--- src/rtl/dma_svc_pkg.sv ---
package dma_svc_pkg;

  typedef enum logic [1:0] {
    M_IDLE  = 2'd0,
    M_SETUP = 2'd1,
    M_XFER  = 2'd2
  } main_st_e;

  typedef enum logic [1:0] {
    E_IDLE = 2'd0,
    E_RD   = 2'd1,
    E_WR   = 2'd2
  } eng_st_e;

  // size code -> byte step: 0 byte, 1 halfword, else word
  function automatic logic [3:0] size_step(input logic [1:0] sz);
    case (sz)
      2'd0:    size_step = 4'd1;
      2'd1:    size_step = 4'd2;
      default: size_step = 4'd4;
    endcase
  endfunction

endpackage

--- src/rtl/dma_req_sync.sv ---
module dma_req_sync #(
  parameter int STAGES = 2
) (
  input  logic clk_i,
  input  logic rst_ni,
  input  logic req_i,
  output logic req_o
);

  logic [STAGES-1:0] sq;

  generate
    for (genvar i = 0; i < STAGES; i++) begin : g_stage
      always_ff @(posedge clk_i or negedge rst_ni) begin
        if (!rst_ni) sq[i] <= 1'b0;
        else if (i == 0) sq[i] <= req_i;
        else sq[i] <= sq[(i == 0) ? 0 : i-1];
      end
    end
  endgenerate

  assign req_o = sq[STAGES-1];

endmodule

--- src/rtl/dma_xfer_engine.sv ---
module dma_xfer_engine
  import dma_svc_pkg::*;
#(
  parameter int ADDR_W    = 32,
  parameter int DATA_W    = 32,
  parameter int BURST_LEN = 4
) (
  input  logic              clk_i,
  input  logic              rst_ni,
  input  logic              load_i,
  input  logic [ADDR_W-1:0] src_base_i,
  input  logic [ADDR_W-1:0] dst_base_i,
  input  logic [1:0]        size_i,
  input  logic              burst_i,
  input  logic              start_i,
  output logic              busy_o,
  output logic              done_o,
  output logic              mem_req_o,
  output logic              mem_we_o,
  output logic [ADDR_W-1:0] mem_addr_o,
  output logic [1:0]        mem_size_o,
  output logic [DATA_W-1:0] mem_wdata_o,
  input  logic [DATA_W-1:0] mem_rdata_i,
  input  logic              mem_ready_i
);

  localparam int BEAT_W = (BURST_LEN > 1) ? $clog2(BURST_LEN) : 1;
  localparam logic [BEAT_W-1:0] LAST_BEAT = BEAT_W'(BURST_LEN - 1);

  eng_st_e           st_q;
  logic [BEAT_W-1:0] beat_q;
  logic [ADDR_W-1:0] src_q, dst_q;
  logic [DATA_W-1:0] data_q;
  logic [1:0]        size_q;
  logic              burst_q;
  logic [ADDR_W-1:0] step;
  logic              last_unit;

  assign step      = ADDR_W'(size_step(size_q));
  assign last_unit = !burst_q || (beat_q == LAST_BEAT);

  always_ff @(posedge clk_i or negedge rst_ni) begin
    if (!rst_ni) begin
      st_q    <= E_IDLE;
      beat_q  <= '0;
      src_q   <= '0;
      dst_q   <= '0;
      data_q  <= '0;
      size_q  <= 2'd0;
      burst_q <= 1'b0;
    end else begin
      if (load_i) begin
        src_q <= src_base_i;
        dst_q <= dst_base_i;
      end
      case (st_q)
        E_IDLE: if (start_i) begin
          st_q    <= E_RD;
          beat_q  <= '0;
          size_q  <= size_i;
          burst_q <= burst_i;
        end
        E_RD: if (mem_ready_i) begin
          data_q <= mem_rdata_i;
          src_q  <= src_q + step;
          st_q   <= E_WR;
        end
        E_WR: if (mem_ready_i) begin
          dst_q <= dst_q + step;
          if (last_unit) st_q <= E_IDLE;
          else begin
            beat_q <= beat_q + 1'b1;
            st_q   <= E_RD;
          end
        end
        default: st_q <= E_IDLE;
      endcase
    end
  end

  assign busy_o      = (st_q != E_IDLE);
  assign done_o      = (st_q == E_WR) && mem_ready_i && last_unit;
  assign mem_req_o   = (st_q == E_RD) || (st_q == E_WR);
  assign mem_we_o    = (st_q == E_WR);
  assign mem_addr_o  = (st_q == E_WR) ? dst_q : src_q;
  assign mem_size_o  = size_q;
  assign mem_wdata_o = data_q;

  AST_WDATA_FROM_READ: assert property (@(posedge clk_i) disable iff (!rst_ni)
    $rose(mem_we_o) |-> mem_wdata_o == $past(mem_rdata_i));

  AST_HOLD_ON_STALL: assert property (@(posedge clk_i) disable iff (!rst_ni)
    (mem_req_o && !mem_ready_i) |=> (mem_req_o && $stable(mem_addr_o) &&
                                     $stable(mem_we_o) && $stable(mem_wdata_o)));

  AST_NO_LOAD_MIDOP: assert property (@(posedge clk_i) disable iff (!rst_ni)
    load_i |-> !busy_o);

endmodule

--- src/rtl/dma_svc_fsm.sv ---
module dma_svc_fsm
  import dma_svc_pkg::*;
#(
  parameter int CNT_W = 20
) (
  input  logic             clk_i,
  input  logic             rst_ni,
  input  logic             req_sync_i,
  input  logic [CNT_W-1:0] cfg_count_i,
  input  logic             cfg_whole_i,
  input  logic             cfg_irq_en_i,
  input  logic             bus_gnt_i,
  input  logic             eng_busy_i,
  input  logic             eng_done_i,
  output logic             ack_o,
  output logic             bus_req_o,
  output logic             irq_o,
  output logic             load_o,
  output logic             start_o
);

  localparam logic [CNT_W-1:0] ONE = CNT_W'(1);

  main_st_e         st_q;
  logic [CNT_W-1:0] cnt_q;
  logic             whole_q, irq_en_q, irq_q;
  logic             fresh, cnt_last, term;

  assign fresh    = (cnt_q == '0);
  assign cnt_last = (cnt_q == ONE);
  assign term     = (st_q == M_XFER) && eng_done_i && cnt_last;

  always_ff @(posedge clk_i or negedge rst_ni) begin
    if (!rst_ni) begin
      st_q     <= M_IDLE;
      cnt_q    <= '0;
      whole_q  <= 1'b0;
      irq_en_q <= 1'b0;
      irq_q    <= 1'b0;
    end else begin
      irq_q <= term && irq_en_q;
      case (st_q)
        M_IDLE: if (req_sync_i) st_q <= M_SETUP;
        M_SETUP: begin
          whole_q  <= cfg_whole_i;
          irq_en_q <= cfg_irq_en_i;
          // reload only at the start of a block; zero count runs once
          if (fresh) cnt_q <= (cfg_count_i == '0) ? ONE : cfg_count_i;
          st_q <= M_XFER;
        end
        M_XFER: if (eng_done_i) begin
          cnt_q <= cnt_q - ONE;
          if (!whole_q || cnt_last) st_q <= M_IDLE;
        end
        default: st_q <= M_IDLE;
      endcase
    end
  end

  assign ack_o     = (st_q != M_IDLE);
  assign bus_req_o = (st_q == M_XFER);
  assign irq_o     = irq_q;
  assign load_o    = (st_q == M_SETUP) && fresh;
  assign start_o   = (st_q == M_XFER) && bus_gnt_i && !eng_busy_i;

  AST_IRQ_ONE_CYCLE: assert property (@(posedge clk_i) disable iff (!rst_ni)
    irq_o |=> !irq_o);

  AST_IRQ_AT_ACK_DROP: assert property (@(posedge clk_i) disable iff (!rst_ni)
    irq_o |-> (!ack_o && $past(ack_o)));

  AST_CNT_LIVE_IN_XFER: assert property (@(posedge clk_i) disable iff (!rst_ni)
    (st_q == M_XFER) |-> (cnt_q != '0));

  AST_SINGLE_RELEASE: assert property (@(posedge clk_i) disable iff (!rst_ni)
    ((st_q == M_XFER) && eng_done_i && !whole_q) |=> !ack_o);

  AST_WHOLE_HOLD: assert property (@(posedge clk_i) disable iff (!rst_ni)
    ((st_q == M_XFER) && eng_done_i && whole_q && !cnt_last) |=> ack_o);

  AST_START_GRANTED: assert property (@(posedge clk_i) disable iff (!rst_ni)
    start_o |-> (bus_gnt_i && bus_req_o));

endmodule

--- src/rtl/dma_svc_ctrl.sv ---
module dma_svc_ctrl #(
  parameter int CNT_W       = 20,
  parameter int ADDR_W      = 32,
  parameter int DATA_W      = 32,
  parameter int BURST_LEN   = 4,
  parameter int SYNC_STAGES = 2
) (
  input  logic              clk_i,
  input  logic              rst_ni,
  input  logic              dreq_i,
  output logic              dack_o,
  output logic              irq_o,
  output logic              bus_req_o,
  input  logic              bus_gnt_i,
  input  logic [CNT_W-1:0]  cfg_count_i,
  input  logic              cfg_whole_i,
  input  logic              cfg_burst_i,
  input  logic [1:0]        cfg_size_i,
  input  logic              cfg_irq_en_i,
  input  logic [ADDR_W-1:0] cfg_src_i,
  input  logic [ADDR_W-1:0] cfg_dst_i,
  output logic              mem_req_o,
  output logic              mem_we_o,
  output logic [ADDR_W-1:0] mem_addr_o,
  output logic [1:0]        mem_size_o,
  output logic [DATA_W-1:0] mem_wdata_o,
  input  logic [DATA_W-1:0] mem_rdata_i,
  input  logic              mem_ready_i
);

  logic req_sync, load, start, eng_busy, eng_done;

  dma_req_sync #(.STAGES(SYNC_STAGES)) u_sync (
    .clk_i  (clk_i),
    .rst_ni (rst_ni),
    .req_i  (dreq_i),
    .req_o  (req_sync)
  );

  dma_svc_fsm #(.CNT_W(CNT_W)) u_fsm (
    .clk_i        (clk_i),
    .rst_ni       (rst_ni),
    .req_sync_i   (req_sync),
    .cfg_count_i  (cfg_count_i),
    .cfg_whole_i  (cfg_whole_i),
    .cfg_irq_en_i (cfg_irq_en_i),
    .bus_gnt_i    (bus_gnt_i),
    .eng_busy_i   (eng_busy),
    .eng_done_i   (eng_done),
    .ack_o        (dack_o),
    .bus_req_o    (bus_req_o),
    .irq_o        (irq_o),
    .load_o       (load),
    .start_o      (start)
  );

  dma_xfer_engine #(
    .ADDR_W    (ADDR_W),
    .DATA_W    (DATA_W),
    .BURST_LEN (BURST_LEN)
  ) u_eng (
    .clk_i       (clk_i),
    .rst_ni      (rst_ni),
    .load_i      (load),
    .src_base_i  (cfg_src_i),
    .dst_base_i  (cfg_dst_i),
    .size_i      (cfg_size_i),
    .burst_i     (cfg_burst_i),
    .start_i     (start),
    .busy_o      (eng_busy),
    .done_o      (eng_done),
    .mem_req_o   (mem_req_o),
    .mem_we_o    (mem_we_o),
    .mem_addr_o  (mem_addr_o),
    .mem_size_o  (mem_size_o),
    .mem_wdata_o (mem_wdata_o),
    .mem_rdata_i (mem_rdata_i),
    .mem_ready_i (mem_ready_i)
  );

  AST_BREQ_UNDER_ACK: assert property (@(posedge clk_i) disable iff (!rst_ni)
    bus_req_o |-> dack_o);

  AST_MEM_UNDER_BUS: assert property (@(posedge clk_i) disable iff (!rst_ni)
    mem_req_o |-> (bus_req_o && dack_o));

  AST_BREQ_DROPS_WITH_ACK: assert property (@(posedge clk_i) disable iff (!rst_ni)
    $fell(bus_req_o) |-> $fell(dack_o));

endmodule

--- config.mk ---
export PLATFORM = sky130hd
export DESIGN_NAME = dma_svc_ctrl
export DESIGN_NICKNAME = d
export VERILOG_FILES = /design/src/rtl/dma_svc_pkg.sv /design/src/rtl/dma_req_sync.sv /design/src/rtl/dma_xfer_engine.sv /design/src/rtl/dma_svc_fsm.sv /design/src/rtl/dma_svc_ctrl.sv
export SDC_FILE = /design/constraint.sdc
export NUM_CORES = 1
export LEC_CHECK = 0
export BUFFER_PORTS_ARGS = -buffer_cell sky130_fd_sc_hd__buf_2
export CAP_MARGIN = 20
export CORE_AREA = 2 2 118 120
export CTS_CLUSTER_DIAMETER = 200
export DETAILED_ROUTE_END_ITERATION = 6
export DIE_AREA = 0 0 120 122
export PLACE_DENSITY = 0.93
export SLEW_MARGIN = 20
export SYNTH_ARGS = -nofsm -noshare
export SYNTH_HDL_FRONTEND = slang
export SYNTH_HIERARCHICAL = 1
export SYNTH_SLANG_ARGS = --single-unit
export TNS_END_PERCENT = 5
--- constraint.sdc ---
create_clock -name clk_i -period 5.85 [get_ports clk_i]
set_clock_uncertainty 0.05 [all_clocks]
set_input_delay 0.2925 -clock clk_i [delete_from_list [all_inputs] [get_ports clk_i]]
set_output_delay 0.2925 -clock clk_i [all_outputs]
set_load 0.005 [all_outputs]
After elaboration in Yosys (flattened, before gate mapping)
Index checks and enable logic that the tools add are counted.
{ "word_totals": {"ram_bits": 0, "wordCells": 87, "mem_count": 0, "rom_bits": 0, "inputBits": 126, "output_inout_bits": 71, "register_bits": 130, "latchBits": 0} }
{ "op_classes": {"bitwise_logic": 0, "eq_ne": 15, "n_shift": 0, "n_addsub": 4, "magnitude_cmp": 0, "multipliers": 0, "div_mod_pow": 0, "n_reduce_logical": 29, "muxes": 25} }
{ "ops": {"columns": ["op", "n"], "rows": [
  ["two-way mux 32 bit", 7],
  ["adder 32 x 3 -> 32 bit", 2],
  ["two-way mux 20 bit", 3],
  ["zero test 20 bit", 2],
  ["one-hot mux 20 bit (2 select lines)", 1],
  ["== test 20 x 1 -> 1 bit (second input constant)", 1],
  ["subtractor 20 x 1 -> 20 bit (second input constant)", 1],
  ["two-way mux 2 bit", 9],
  ["one-hot mux 2 bit (3 select lines)", 2],
  ["AND reduction 3 bit", 3],
  ["logical AND 1 bit", 8],
  ["inequality test 2 x 1 -> 1 bit (second input constant)", 4],
  ["inequality test 2 bit (second input constant)", 4],
  ["nonzero test 2 bit", 4],
  ["== test 2 x 1 -> 1 bit (second input constant)", 3],
  ["== test 2 bit (second input constant)", 3],
  ["zero test 2 bit", 3],
  ["one-hot mux 3 bit (2 select lines)", 1],
  ["one-hot mux 2 bit (2 select lines)", 1],
  ["AND reduction 2 bit", 2],
  ["AND reduction 4 bit", 1],
  ["zero test 1 bit", 3],
  ["logical OR 1 bit", 3],
  ["adder 2 x 1 -> 2 bit (second input constant)", 1],
  ["two-way mux 1 bit", 1]
]} }

Depth between registers and ports, before layout
Gate-level depths: netlist of the first run.
{ "depth": {"depth_word": 6, "ltp_mapped": 12, "ltp_nobuf": 9} }

By module
Netlist of the first run, hierarchy kept.
{ "modules_own_cells": {"columns": ["module", "seq_area_each_um2", "cells_each", "area_each_um2", "n_inst"], "rows": [
  ["dma_xfer_engine", 2577.5, 662, 5906.9, 1],
  ["dma_svc_fsm", 625.6, 189, 1627.8, 1],
  ["dma_req_sync", 50.0, 2, 50.0, 1]
]} }

Least setup slack after synthesis of the first run
Ideal clock, no wire load.
{ "synth_timing": {"path_type": "register to register", "from": "register u_fsm.cnt_q[10]", "to": "register u_eng.dst_q[22]", "slack_ps": 3050, "n_path_buf": 3, "arrival_time_ps": 2646, "period_less_slack_ps": 2800, "setup_time_ps": 104, "path_stages_with_launch": 11, "t_required_ps": 5696, "cell_sequence": "dfrtp_1 > buf_6 > or4_4 > nor4_4 > and2_1 > clkbuf_1 > clkbuf_1 > nor2_1 > nor2_1 > o22ai_1 > a221oi_1"} }
{ "synth_between": {"elab_chain_len": 5} }
{ "synth_lines": {"columns": ["element", "line", "rtl"], "rows": [
  ["start: declaration", "dma_svc_fsm.sv:25", "logic [CNT_W-1:0] cnt_q;"],
  ["start signal: assignment", "dma_svc_fsm.sv:48", "if (fresh) cnt_q <= (cfg_count_i == '0) ? ONE : cfg_count_i;"],
  ["start signal: assignment", "dma_svc_fsm.sv:52", "cnt_q <= cnt_q - ONE;"],
  ["zero test 20 bit (*)", "dma_svc_fsm.sv:29", "assign fresh = (cnt_q == '0);"],
  ["logical AND 1 bit (*)", "dma_svc_fsm.sv:63", "assign load_o = (st_q == M_SETUP) && fresh;"],
  ["named net load", "dma_svc_ctrl.sv:31", "logic req_sync, load, start, eng_busy, eng_done;"],
  ["two-way mux 32 bit (*)", "dma_xfer_engine.sv:52", "if (load_i) begin"],
  ["two-way mux 32 bit", "dma_xfer_engine.sv:68", "E_WR: if (mem_ready_i) begin"],
  ["two-way mux 32 bit (*)", "dma_xfer_engine.sv:56", "case (st_q)"],
  ["end signal: assignment", "dma_xfer_engine.sv:54", "dst_q <= dst_base_i;"],
  ["end signal: assignment", "dma_xfer_engine.sv:69", "dst_q <= dst_q + step;"],
  ["end: declaration", "dma_xfer_engine.sv:32", "logic [ADDR_W-1:0] src_q, dst_q;"]
]} }
The timed path passes the listed nets; every way through them passes the cells marked *.
A chain may end at the register's enable or synchronous reset.

Worst setup path after layout of the first run
{ "layout_timing": {"from": "register u_fsm.cnt_q[6]", "to": "register u_eng.dst_q[13]"} }
The elaborated chain is that of the path after synthesis.

==> impl_metrics.sql, run 1 <==
INSERT INTO impl_metrics (metric_group, metric, value, unit) VALUES
('run_status', 'run_status', 'finished with violations', ''),
('run_status', 'violations', 'DRC', ''),
('final_layout', 'finish.cell_count_without_fillers', '1243', ''),
('logic_synthesis', 'synthDistinctLibCells', '66', ''),
('logic_synthesis', 'async_reset_ff_share', '100.0', '%'),
('clock_tree', 'cts-htree-levels', '4', ''),
('logic_synthesis', 'yosys_warnings', '6', ''),
('logic_synthesis', 'register_area_share_after_synthesis', '42.89', '%'),
('min_path', 'min_path_type', 'in -> reg', ''),
('setup_path', 'crit_required', '6.11', 'ns'),
('final_layout', 'antenna_cells', '0', ''),
('logic_synthesis', 'synth_area', '0.007585', 'mm²'),
('timing', 'worstMarginPinSlew', '1.008', 'ns'),
('setup_path', 'setup.worst_path.class', 'reg -> reg', ''),
('place', 'gp_routability_congestion', '0.9112', ''),
('logic_synthesis', 'yosysTopAreaCellShare', '42.89', '%'),
('place', 'dp_hpwl', '16250', 'µm'),
('global_route', 'grt_max_degree', '48', ''),
('place', 'pre_cts_ws', '2.120', 'ns'),
('route', 'drt-vias-per-instance', '6.598', ''),
('setup_path', 'cp-startpoint', 'u_fsm/cnt_q[6]', ''),
('setup_path', 'timing.critical_path.fanout_max', '27', ''),
('clock_tree', 'numClockSinks', '130', ''),
('logic_synthesis', 'synthCells', '853', ''),
('die', 'initial_core_utilization', '56.17', '%'),
('logic_synthesis', 'syn_area_cell', '8.892', 'µm²'),
('run', 'max_cap_violations', '0', ''),
('route', 'per_cell_routed_wire_length', '20.02', 'µm'),
('setup_path', 'path_common_cell', 'nand2_1', ''),
('timing', 'finalSetupViolations', '0', ''),
('route', 'drc_errors', '11', ''),
('timing', 'finalCritPeriodShare', '67.77', '%'),
('setup_path', 'worst-endpoint-arrival', '4.23', 'ns'),
('timing', 'post-route-min-period', '3.964', 'ns'),
('timing', 'final_max_slew_viol_count', '0', ''),
('clock_tree', 'cts.reportedPaths.clkPinSlew', '0.06', 'ns'),
('route', 'dr.pass1.iters', '7', ''),
('clock_tree', 'cts_max_path_buffers', '2', ''),
('route', 'detail-route-antenna-nets', '0', ''),
('place', 'dp.cells', '1190', ''),
('timing', 'fin_ws', '1.886', 'ns'),
('timing', 'grt_setup_unrepaired', 'no', ''),
('timing', 'slew_headroom', '32.58', '%'),
('power', 'power_leakage', '4.389', 'nW'),
('logic_synthesis', 'synth_enable_flop_cells', '0', ''),
('min_path', 'holdCritStartpoint', 'mem_rdata_i[16]', ''),
('final_layout', 'stdcell_area', '0.009437', 'mm²'),
('logic_synthesis', 'synth_xor_area_share', '0.4619', '%'),
('logic_synthesis', 'synth-compound-area-share', '16.38', '%'),
('setup_path', 'path_delay_family', 'simple AND/OR/NAND/NOR gates', ''),
('clock_tree', 'resized_gates_after_cts', '0', ''),
('setup_path', 'end_kind', 'flip-flop', ''),
('global_route', 'grt-ovfl-total', '0', ''),
('setup_path', 'regToRegStartpoint', 'u_fsm/cnt_q[6]', ''),
('timing', 'hold_violations_final', '0', ''),
('route', 'dr.first_iter.drc_count', '1168', ''),
('place', 'postPlaceCellArea', '0.008660', 'mm²'),
('die', 'floorplan.rows', '43', ''),
('logic_synthesis', 'yosys-top-cells-count', 'nand2_1 (171), dfrtp_1 (130), nor2_1 (60), nand3_1 (38)', ''),
('logic_synthesis', 'muxShareOfSynthArea', '7.605', '%'),
('final_layout', 'nNetsFinal', '1191', ''),
('power', 'p_per_area', '404.6', 'mW/mm²'),
('setup_path', 'cpMaxStageDelayCell', 'nand2_1', ''),
('die', 'floorplan.die.height', '122', 'µm'),
('die', 'io_pins', '197', ''),
('final_layout', 'area_growth', '24.41', '%'),
('clock_tree', 'insertion_delay', '0.43', 'ns'),
('route', 'postRouteWirelength', '24880', 'µm'),
('setup_path', 'worst_path_largest_cell_delay', '0.87', 'ns'),
('logic_synthesis', 'ys_top_cells_by_area', 'dfrtp_1 (43%), nand2_1 (8.5%), mux2_2 (5.5%), nor2_1 (3.0%), nand3_1 (2.5%)', ''),
('logic_synthesis', 'syn_nets', '994', '');
## worst reg2reg max path: stages (launching register included)
cell and delay [ns]:
dfrtp_1 0.42, or4_1 0.68, nor4_4 0.39, and2_1 0.83, nand2_1 0.87, nand2_1 0.29, mux2i_1 0.12, a21o_1 0.19
## logic make-up (layout without fill, tap and decap cells)
kind of cell,count (synthesis),count (layout)
muxes,53,53
and+or+nand+nor,408,408
DFF,130,130
AOI/OAI and AO/OA,182,182
adders and majority gates,15,15
xor gates and xnor gates,4,4
buffers and inverters,61,271
## where the power goes
part,switching (mW),leakage [nW],total (mW),internal (mW)
registers,0.285,1.65,1.44,1.15
logic,0.788,2.46,1.35,0.566
clock network,0.463,0.275,1.03,0.563
total,1.54,4.39,3.82,2.28
## metal layers
layer	up-vias	global-route usage, %	share of wire [%]
met2	670	54.47	48
met1	3856	44.18	38
met4	0	17.72	4.4
li1	3557	-	-
met3	118	6.976	11
met5	-	0	0
## registers in the layout, summed over array words and instances (netlist names), 2 cells and up
name,count
u_eng/src_q,32
u_fsm/cnt_q,20
u_eng/mem_size_o,2
u_fsm/st_q,2
u_eng/beat_q,2
u_eng/mem_wdata_o,32
u_eng/dst_q,32
u_eng/st_q,2
## path summary, 6_finish.rpt
kind / endpoint / slack (ns) / cells past startpoint
max reg2reg: u_eng/dst_q[13] / 1.89 / 7
min reg2reg: u_sync/req_o / 0.32 / 0
min: u_eng/mem_wdata_o[16] / 0.01 / 3
min in group asynchronous: u_fsm/cnt_q[9] / 0.32 / 2
max: u_eng/dst_q[13] / 1.89 / 7
max in group asynchronous: u_eng/dst_q[3] / 4.41 / 3
## cell usage in the layout, fill, tap and decap left out, types with 4 or more instances in the layout
master / n
nand2b_1: 7
nor3_1: 23
o31ai_1: 4
buf_2: 195
o22ai_1: 17
clkbuf_16: 17
and4_1: 8
nor4_1: 16
a21oi_1: 34
buf_4: 8
inv_8: 5
nand2_1: 171
inv_6: 5
dfrtp_1: 130
o21ai_0: 29
nand4_1: 18
or4_1: 5
nor2_1: 60
dlygate4sd3_1: 21
o32ai_1: 5
inv_1: 15
o211ai_1: 19
a211oi_1: 18
mux2i_1: 16
and2_1: 8
or3_1: 7
and3_1: 15
nand4b_1: 4
o311ai_0: 5
ha_1: 15
mux2_2: 37
a31oi_1: 8
a311oi_1: 11
nand3_1: 38
## area by class of cell
| cell class | instances | area, µm² |
|---|---|---|
| multi-input combinational | 662 | 4089 |
| fill | 937 | 4068 |
| sequential | 130 | 3253 |
| timing repair buffer | 224 | 1246 |
| clock buffer | 17 | 425.4 |
| tap | 180 | 225.2 |
| clock inverter | 15 | 141.4 |
| inverter | 15 | 56.30 |
## through the flow
stage	util, %	total power [mW]	hold WS (ns)
floorplan	-	2.227	-0.05309
global placement	64.12	2.639	0.2392
detailed placement	64.12	2.705	0.2420
CTS	69.88	3.754	0.0007956
global route	69.88	4.027	0.01937
finish	69.88	3.818	0.01380
No activity file was read; power rests on OpenSTA's default activity.
==> inputs of run 2 (changes only) <==
--- a/config.mk
+++ b/config.mk
@@ -5,13 +5,14 @@
 export SDC_FILE = /design/constraint.sdc
 export NUM_CORES = 1
 export LEC_CHECK = 0
+export ABC_AREA = 1
 export BUFFER_PORTS_ARGS = -buffer_cell sky130_fd_sc_hd__buf_2
 export CAP_MARGIN = 20
-export CORE_AREA = 2 2 118 120
+export CORE_AREA = 2 2 137 139
 export CTS_CLUSTER_DIAMETER = 200
 export DETAILED_ROUTE_END_ITERATION = 6
-export DIE_AREA = 0 0 120 122
-export PLACE_DENSITY = 0.93
+export DIE_AREA = 0 0 139 141
+export PLACE_DENSITY = 0.85
 export SLEW_MARGIN = 20
 export SYNTH_ARGS = -nofsm -noshare
 export SYNTH_HDL_FRONTEND = slang
==> constraint.sdc (replaced) <==
create_clock -name clk_i -period 3.3 [get_ports clk_i]
set_clock_uncertainty 0.05 [all_clocks]
set_input_delay 0.165 -clock clk_i [delete_from_list [all_inputs] [get_ports clk_i]]
set_output_delay 0.165 -clock clk_i [all_outputs]
set_load 0.005 [all_outputs]
==> run 2 against run 1 <==
The run now ends clean; sequential cell count unchanged; critical path depth is 1 lower; die area is 34% higher; non-clock buffer count grew 54; global-route usage shrank 5.3 points; sequential power up 85%; critical path type is now reg -> out; largest power group is now combinational logic; highest routed layer unchanged.
==> impl_metrics.sql, run 2 <==
INSERT INTO impl_metrics (metric_group, metric, value, unit) VALUES
('run_status', 'run_status', 'finished, final reports clean', ''),
('die', 'initial_core_utilization', '48.92', '%'),
('logic_synthesis', 'yosysTopAreaCellShare', '36.40', '%'),
('final_layout', 'drive_above_1_share', '17.80', '%'),
('logic_synthesis', 'async_reset_ff_share', '100.0', '%'),
('logic_synthesis', 'ys_seq_elements', '130', ''),
('setup_path', 'reg2reg_slack', '1.02', 'ns'),
('route', 'postRouteWirelength', '28640', 'µm'),
('route', 'drc_errors', '0', ''),
('final_layout', 'finish.cell_count_without_fillers', '1863', ''),
('logic_synthesis', 'register_area_share_after_synthesis', '36.40', '%'),
('clock_tree', 'insertion_delay', '0.43', 'ns'),
('timing', 'post-route-min-period', '2.712', 'ns'),
('clock_tree', 'cts-htree-levels', '4', ''),
('clock_tree', 'cts_max_path_buffers', '2', ''),
('setup_path', 'worst-endpoint-arrival', '2.50', 'ns'),
('clock_tree', 'cts_buffer_count', '17', ''),
('logic_synthesis', 'syn_area_cell', '6.524', 'µm²'),
('power', 'ir_worst_vdd', '0.0004225', 'V'),
('die', 'io_pins', '197', ''),
('min_path', 'worst_hold_path.num_cells', '5', ''),
('power', 'p_per_area', '702.9', 'mW/mm²'),
('route', 'dr.pass1.iters', '7', ''),
('setup_path', 'crit_required', '3.08', 'ns'),
('run', 'max_cap_violations', '0', ''),
('timing', 'fmax', '368.8', 'MHz'),
('setup_path', 'setup.worst_path.class', 'reg -> out', ''),
('global_route', 'grt_max_degree', '98', ''),
('setup_path', 'worst-r2r-cell-count', '8', ''),
('min_path', 'min_path_type', 'in -> reg', ''),
('die', 'area_of_the_core', '0.01827', 'mm²'),
('final_layout', 'mostFrequentLayoutCells', 'nand2_1 (459), buf_2 (195), inv_1 (154)', ''),
('logic_synthesis', 'ys_top_cells_by_area', 'dfrtp_1 (36%), nand2_1 (19%), inv_1 (6.5%), nor2_1 (5.8%), o21ai_0 (5.7%)', ''),
('die', 'floorplan.die_area', '0.01960', 'mm²'),
('global_route', 'first_pass_grt_wire_length', '45930', 'µm'),
('logic_synthesis', 'ys_dominant_reg_cell', 'dfrtp_1', ''),
('route', 'drt-vias-per-instance', '5.390', ''),
('logic_synthesis', 'synth_enable_flop_cells', '0', ''),
('timing', 'totalNegativeSetupSlack', '0', 'ns'),
('power', 'power_leakage', '5.928', 'nW'),
('global_route', 'groute.usage.overall', '28.85', '%'),
('timing', 'hold_violations_final', '0', ''),
('setup_path', 'timing.critical_path.fanout_max', '64', ''),
('route', 'per_cell_routed_wire_length', '15.37', 'µm'),
('logic_synthesis', 'yosys-top-cells-count', 'nand2_1 (460), inv_1 (155), nor2_1 (139), dfrtp_1 (130), o21ai_0 (101)', ''),
('timing', 'worstMarginPinSlew', '1.021', 'ns'),
('final_layout', 'mostFrequentLayoutCell', 'nand2_1', ''),
('final_layout', 'antenna_cells', '0', ''),
('logic_synthesis', 'synth_area', '0.008937', 'mm²'),
('clock_tree', 'clockRootBuffer', 'clkbuf_16', ''),
('logic_synthesis', 'syn_nets', '1511', ''),
('die', 'floorplan.die.height', '141', 'µm'),
('final_layout', 'nNetsFinal', '1757', ''),
('place', 'portBuffers', '196', ''),
('place', 'dp_hpwl', '20210', 'µm'),
('route', 'dr.first_iter.drc_count', '1015', ''),
('logic_synthesis', 'synthDistinctLibCells', '47', ''),
('place', 'gp_routability_congestion', '0.9446', ''),
('final_layout', 'area_growth', '27.68', '%'),
('logic_synthesis', 'yosys.cell_count.top_type', 'nand2_1', ''),
('global_route', 'vias_in_the_first_global_route', '9363', ''),
('die', 'floorplan.rows', '50', ''),
('logic_synthesis', 'post-synth-top-area-cell', 'dfrtp_1', ''),
('place', 'dp.cells', '1757', ''),
('logic_synthesis', 'yosys_warnings', '6', ''),
('die', 'die_width', '139', 'µm'),
('setup_path', 'end_kind', 'output port', ''),
('clock_tree', 'numClockSinks', '130', ''),
('timing', 'finalCritPeriodShare', '82.17', '%'),
('clock_tree', 'cts.reportedPaths.clkPinSlew', '0.07', 'ns'),
('global_route', 'grt_antenna_before_repair', '0', ''),
('timing', 'finalSetupViolations', '0', ''),
('route', 'via_count', '10040', ''),
('setup_path', 'worstSetupStartpointType', 'flip-flop', ''),
('global_route', 'grt-ovfl-total', '0', ''),
('clock_tree', 'tritoncts', 'yes', ''),
('logic_synthesis', 'synthCells', '1370', ''),
('power', 'design_power_total', '8.021', 'mW'),
('route', 'detail-route-antenna-nets', '0', ''),
('timing', 'final_max_slew_viol_count', '0', ''),
('timing', 'grt_setup_unrepaired', 'no', ''),
('timing', 'slew_headroom', '31.89', '%');
[run 2: worst paths after layout]
path | from | to
worst max-delay path | u_eng/st_q[0] | mem_addr_o[8]
max in group asynchronous | rst_ni | u_eng/mem_wdata_o[28]
worst max register to register | u_eng/st_q[0] | u_eng/dst_q[2]
worst min register to register | u_sync/sq[0] | u_sync/req_o
worst min-delay path | cfg_count_i[15] | u_fsm/cnt_q[15]
min in group asynchronous | rst_ni | u_eng/dst_q[28]
[run 2: routing by layer]
layer	vias to the layer above	share of wire [%]	GRT usage [%]
li1	4891	-	-
met1	4583	42	37.56
met2	504	47	47.16
met3	63	8.3	6.624
met4	0	2.9	10.85
met5	-	0	0
[run 2: worst max-delay path, stage by stage, from the launching register on]
cell and delay (ns):
dfrtp_1 0.42, inv_1 0.11, ha_2 0.18, buf_4 0.44
inv_1 0.30, o21ai_0 0.41, buf_2 0.19
[run 2: layout make-up]
class / count / area, µm²
inverters: 161 / 604.3
well taps: 234 / 292.8
clock buffers: 18 / 439.2
flip-flops and latches: 130 / 3253
fillers: 1687 / 6857
clock inverters: 14 / 168.9
repair buffers: 278 / 1809
multi-input cells: 1028 / 4843
[run 2: power breakdown]
group	internal (mW)	total, mW	switching (mW)
Clock	1.16	1.96	0.805
Sequential	2.12	2.66	0.543
Combinational	1.24	3.40	2.15
[run 2: logic make-up (layout without fill, tap and decap cells)]
group / after synthesis / in the layout / synth area share (%)
and+or+nand+nor: 782 / 782 / 37.32
AOI/OAI and AO/OA: 218 / 218 / 13.31
xor gates and xnor gates: 8 / 8 / 0.7840
DFF: 130 / 130 / 36.40
adders and majority gates: 15 / 15 / 2.100
muxes: 5 / 5 / 0.6160
buffers and inverters: 212 / 471 / 9.464
[run 2: stage by stage]
| step | cell area (µm²) | utilization (%) | hold slack (ns) | setup slack (ns) |
|---|---|---|---|---|
| detailed placement | 10060 | 55.08 | 0.1042 | 1.057 |
| finish | 11410 | 62.47 | 0.007301 | 0.5884 |
| floorplan | 8937 | - | -0.1806 | 1.314 |
| global placement | 10060 | 55.08 | 0.1015 | 1.086 |
| global route | 11410 | 62.47 | 0.01517 | 0.4060 |
| CTS | 11410 | 62.47 | 0.0007321 | 0.5895 |
[run 2: repair_timing]
item                                   CTS  global route
endpoints found under the hold margin  104             0
hold buffers                            74             0
setup buffers                            0             0
resized for setup                        0             0
==> inputs of run 3 (changes only) <==
--- a/config.mk
+++ b/config.mk
@@ -5,14 +5,14 @@
 export SDC_FILE = /design/constraint.sdc
 export NUM_CORES = 1
 export LEC_CHECK = 0
-export ABC_AREA = 1
+export ABC_AREA = 0
 export BUFFER_PORTS_ARGS = -buffer_cell sky130_fd_sc_hd__buf_2
 export CAP_MARGIN = 20
-export CORE_AREA = 2 2 137 139
+export CORE_AREA = 2 2 122 124
 export CTS_CLUSTER_DIAMETER = 200
 export DETAILED_ROUTE_END_ITERATION = 6
-export DIE_AREA = 0 0 139 141
-export PLACE_DENSITY = 0.85
+export DIE_AREA = 0 0 124 126
+export PLACE_DENSITY = 0.88
 export SLEW_MARGIN = 20
 export SYNTH_ARGS = -nofsm -noshare
 export SYNTH_HDL_FRONTEND = slang
==> constraint.sdc (replaced) <==
create_clock -name clk_i -period 2.5 [get_ports clk_i]
set_clock_uncertainty 0.05 [all_clocks]
set_input_delay 0.125 -clock clk_i [delete_from_list [all_inputs] [get_ports clk_i]]
set_output_delay 0.125 -clock clk_i [all_outputs]
set_load 0.005 [all_outputs]
==> run 3 against run 2 <==
The run now ends with setup timing left; core utilization grew 12 points; power increased by 17%; sequential cell count stayed put; register-to-register slack worse by 1.0 ns; non-clock buffer count grew 68.
==> impl_metrics.sql, run 3 (same netlist as run 1, synthesis figures left out) <==
INSERT INTO impl_metrics (metric_group, metric, value, unit) VALUES
('run_status', 'run_status', 'finished with violations', ''),
('run_status', 'violations', 'setup timing', ''),
('place', 'dp_hpwl', '16950', 'µm'),
('place', 'portBuffers', '196', ''),
('setup_path', 'end_kind', 'flip-flop', ''),
('timing', 'totalNegativeSetupSlack', '-0.02943', 'ns'),
('global_route', 'grt_max_degree', '131', ''),
('power', 'power_leakage', '4.968', 'nW'),
('timing', 'finalCritPeriodShare', '101.2', '%'),
('final_layout', 'area_growth', '41.36', '%'),
('die', 'io_pins', '197', ''),
('timing', 'post-route-min-period', '2.529', 'ns'),
('power', 'p_per_area', '877.0', 'mW/mm²'),
('power', 'ir_worst_vdd', '0.0006408', 'V'),
('timing', 'fin_ws', '-0.02943', 'ns'),
('die', 'floorplan.rows', '44', ''),
('clock_tree', 'cts-htree-levels', '4', ''),
('setup_path', 'reg2reg_slack', '-0.03', 'ns'),
('global_route', 'groute.usage.overall', '34.39', '%'),
('final_layout', 'mostFrequentLayoutCells', 'buf_2 (195), nand2_1 (171), dfrtp_1 (130)', ''),
('final_layout', 'drive_above_1_share', '29.54', '%'),
('global_route', 'first_pass_grt_wire_length', '41920', 'µm'),
('setup_path', 'crit_required', '2.74', 'ns'),
('route', 'via_count', '8507', ''),
('timing', 'final_max_slew_viol_count', '0', ''),
('die', 'initial_core_utilization', '52.99', '%'),
('timing', 'fin_worst_hold_slack', '0.001160', 'ns'),
('setup_path', 'worst-endpoint-arrival', '2.77', 'ns'),
('global_route', 'grt-ovfl-total', '0', ''),
('final_layout', 'nNetsFinal', '1313', ''),
('route', 'postRouteWirelength', '27160', 'µm'),
('die', 'floorplan.die.height', '126', 'µm'),
('final_layout', 'antenna_cells', '0', ''),
('timing', 'slew_headroom', '50.16', '%'),
('die', 'floorplan.die_area', '0.01562', 'mm²'),
('clock_tree', 'tritoncts', 'yes', ''),
('route', 'dr.first_iter.drc_count', '1013', ''),
('route', 'dr.pass1.iters', '6', ''),
('clock_tree', 'cts_buffer_count', '17', ''),
('timing', 'grt_setup_unrepaired', 'yes', ''),
('place', 'postPlaceCellArea', '0.009020', 'mm²'),
('final_layout', 'stdcell_area', '0.01072', 'mm²'),
('clock_tree', 'clockRootBuffer', 'clkbuf_16', ''),
('clock_tree', 'cts.reportedPaths.clkPinSlew', '0.06', 'ns'),
('route', 'drt-vias-per-instance', '6.214', ''),
('final_layout', 'mostFrequentLayoutCell', 'buf_2', ''),
('die', 'area_of_the_core', '0.01431', 'mm²'),
('setup_path', 'timing.critical_path.fanout_max', '11', ''),
('clock_tree', 'cts_max_path_buffers', '2', ''),
('global_route', 'grt_antenna_before_repair', '0', ''),
('clock_tree', 'insertion_delay', '0.42', 'ns'),
('place', 'gp_routability_congestion', '0.9984', ''),
('global_route', 'vias_in_the_first_global_route', '8185', ''),
('setup_path', 'setup.worst_path.class', 'reg -> reg', ''),
('timing', 'worstMarginPinSlew', '0.7476', 'ns'),
('route', 'detail-route-antenna-nets', '0', ''),
('clock_tree', 'numClockSinks', '130', ''),
('timing', 'fmax', '395.3', 'MHz'),
('final_layout', 'fillerInstances', '964', ''),
('min_path', 'min_path_type', 'in -> reg', ''),
('timing', 'finalSetupViolations', '1', ''),
('route', 'per_cell_routed_wire_length', '19.84', 'µm'),
('setup_path', 'worstSetupStartpointType', 'flip-flop', ''),
('run', 'max_cap_violations', '0', ''),
('final_layout', 'postLayoutCoreUtil', '74.90', '%'),
('timing', 'hold_violations_final', '0', ''),
('route', 'drc_errors', '0', ''),
('power', 'design_power_total', '9.403', 'mW'),
('die', 'die_width', '124', 'µm');
## run 3: changes by cell type in the layout (fill, tap and decap cells not counted), sizes merged, moves of 11 or more
cell         previous run  this run
nor2                  154        61
nor3                   14        27
and3                    1        15
buf                   204       241
a21oi                  68        35
inv                   166        24
mux2                    4        37
dlygate4sd3            74       104
nor4                    1        18
nand3                  96        38
a311oi                  0        11
mux2i                   1        16
o21ai                 107        29
nand2                 475       171
## run 3: per-stage QoR
stage / std cells / setup slack [ns]
after floorplan: 853 / 0.005363
after global placement: 1231 / 0.07478
after detailed placement: 1231 / -0.008726
after CTS: 1367 / 0.001849
after global routing: 1369 / -0.05303
final: 1369 / -0.02943
## run 3: layout make-up
class	instances	area (µm²)	area share, %
clock buffer	18	439.2	4.096
tap	184	230.2	2.147
inverter	15	56.30	0.5252
sequential	130	3253	30.34
timing repair buffer	346	2466	23.00
multi-input combinational	662	4158	38.78
clock inverter	14	118.9	1.109
## run 3: critical path, cell delays in order (launching register included)
cell	delay, ns
dfrtp_1	0.39
or4_4	0.56
nor4_4	0.32
and2_4	0.21
buf_12	0.13
and2_4	0.19
buf_12	0.14
a211oi_1	0.07
a311oi_1	0.34
## run 3: worst paths after layout
kind                            startpoint  cells past startpoint                     to
min in group asynchronous           rst_ni                      3         u_fsm/cnt_q[3]
setup / recovery           u_fsm/cnt_q[12]                      8        u_eng/dst_q[14]
setup reg to reg           u_fsm/cnt_q[12]                      8        u_eng/dst_q[14]
hold / removal                cfg_dst_i[0]                      3         u_eng/dst_q[0]
hold reg to reg               u_sync/sq[0]                      0           u_sync/req_o
max in group asynchronous           rst_ni                      3  u_eng/mem_wdata_o[20]
## run 3: repair_timing
action | CTS | global route
setup buffers | 0 | 1
hold buffers | 104 | 0
resized for setup | 3 | 16
pin swaps | 0 | 1
hold endpoints to repair | 233 | 0
cloned | 0 | 1
endpoints found under the setup margin | 2 | 36
## run 3: report_power, final
group | internal [mW] | leakage (nW) | switching [mW] | total, mW
clock | 1.33 | 0.265 | 1.06 | 2.39
combinational | 1.68 | 3.05 | 2.03 | 3.71
sequential | 2.70 | 1.65 | 0.605 | 3.30
## run 3: metal layers
metal	up-vias	global-route usage [%]	routed length (µm)
met1	3970	43.71	10320
met3	109	11.23	3134
met5	-	0	0
met2	642	53.72	12630
met4	0	14.67	1069
li1	3786	-	-
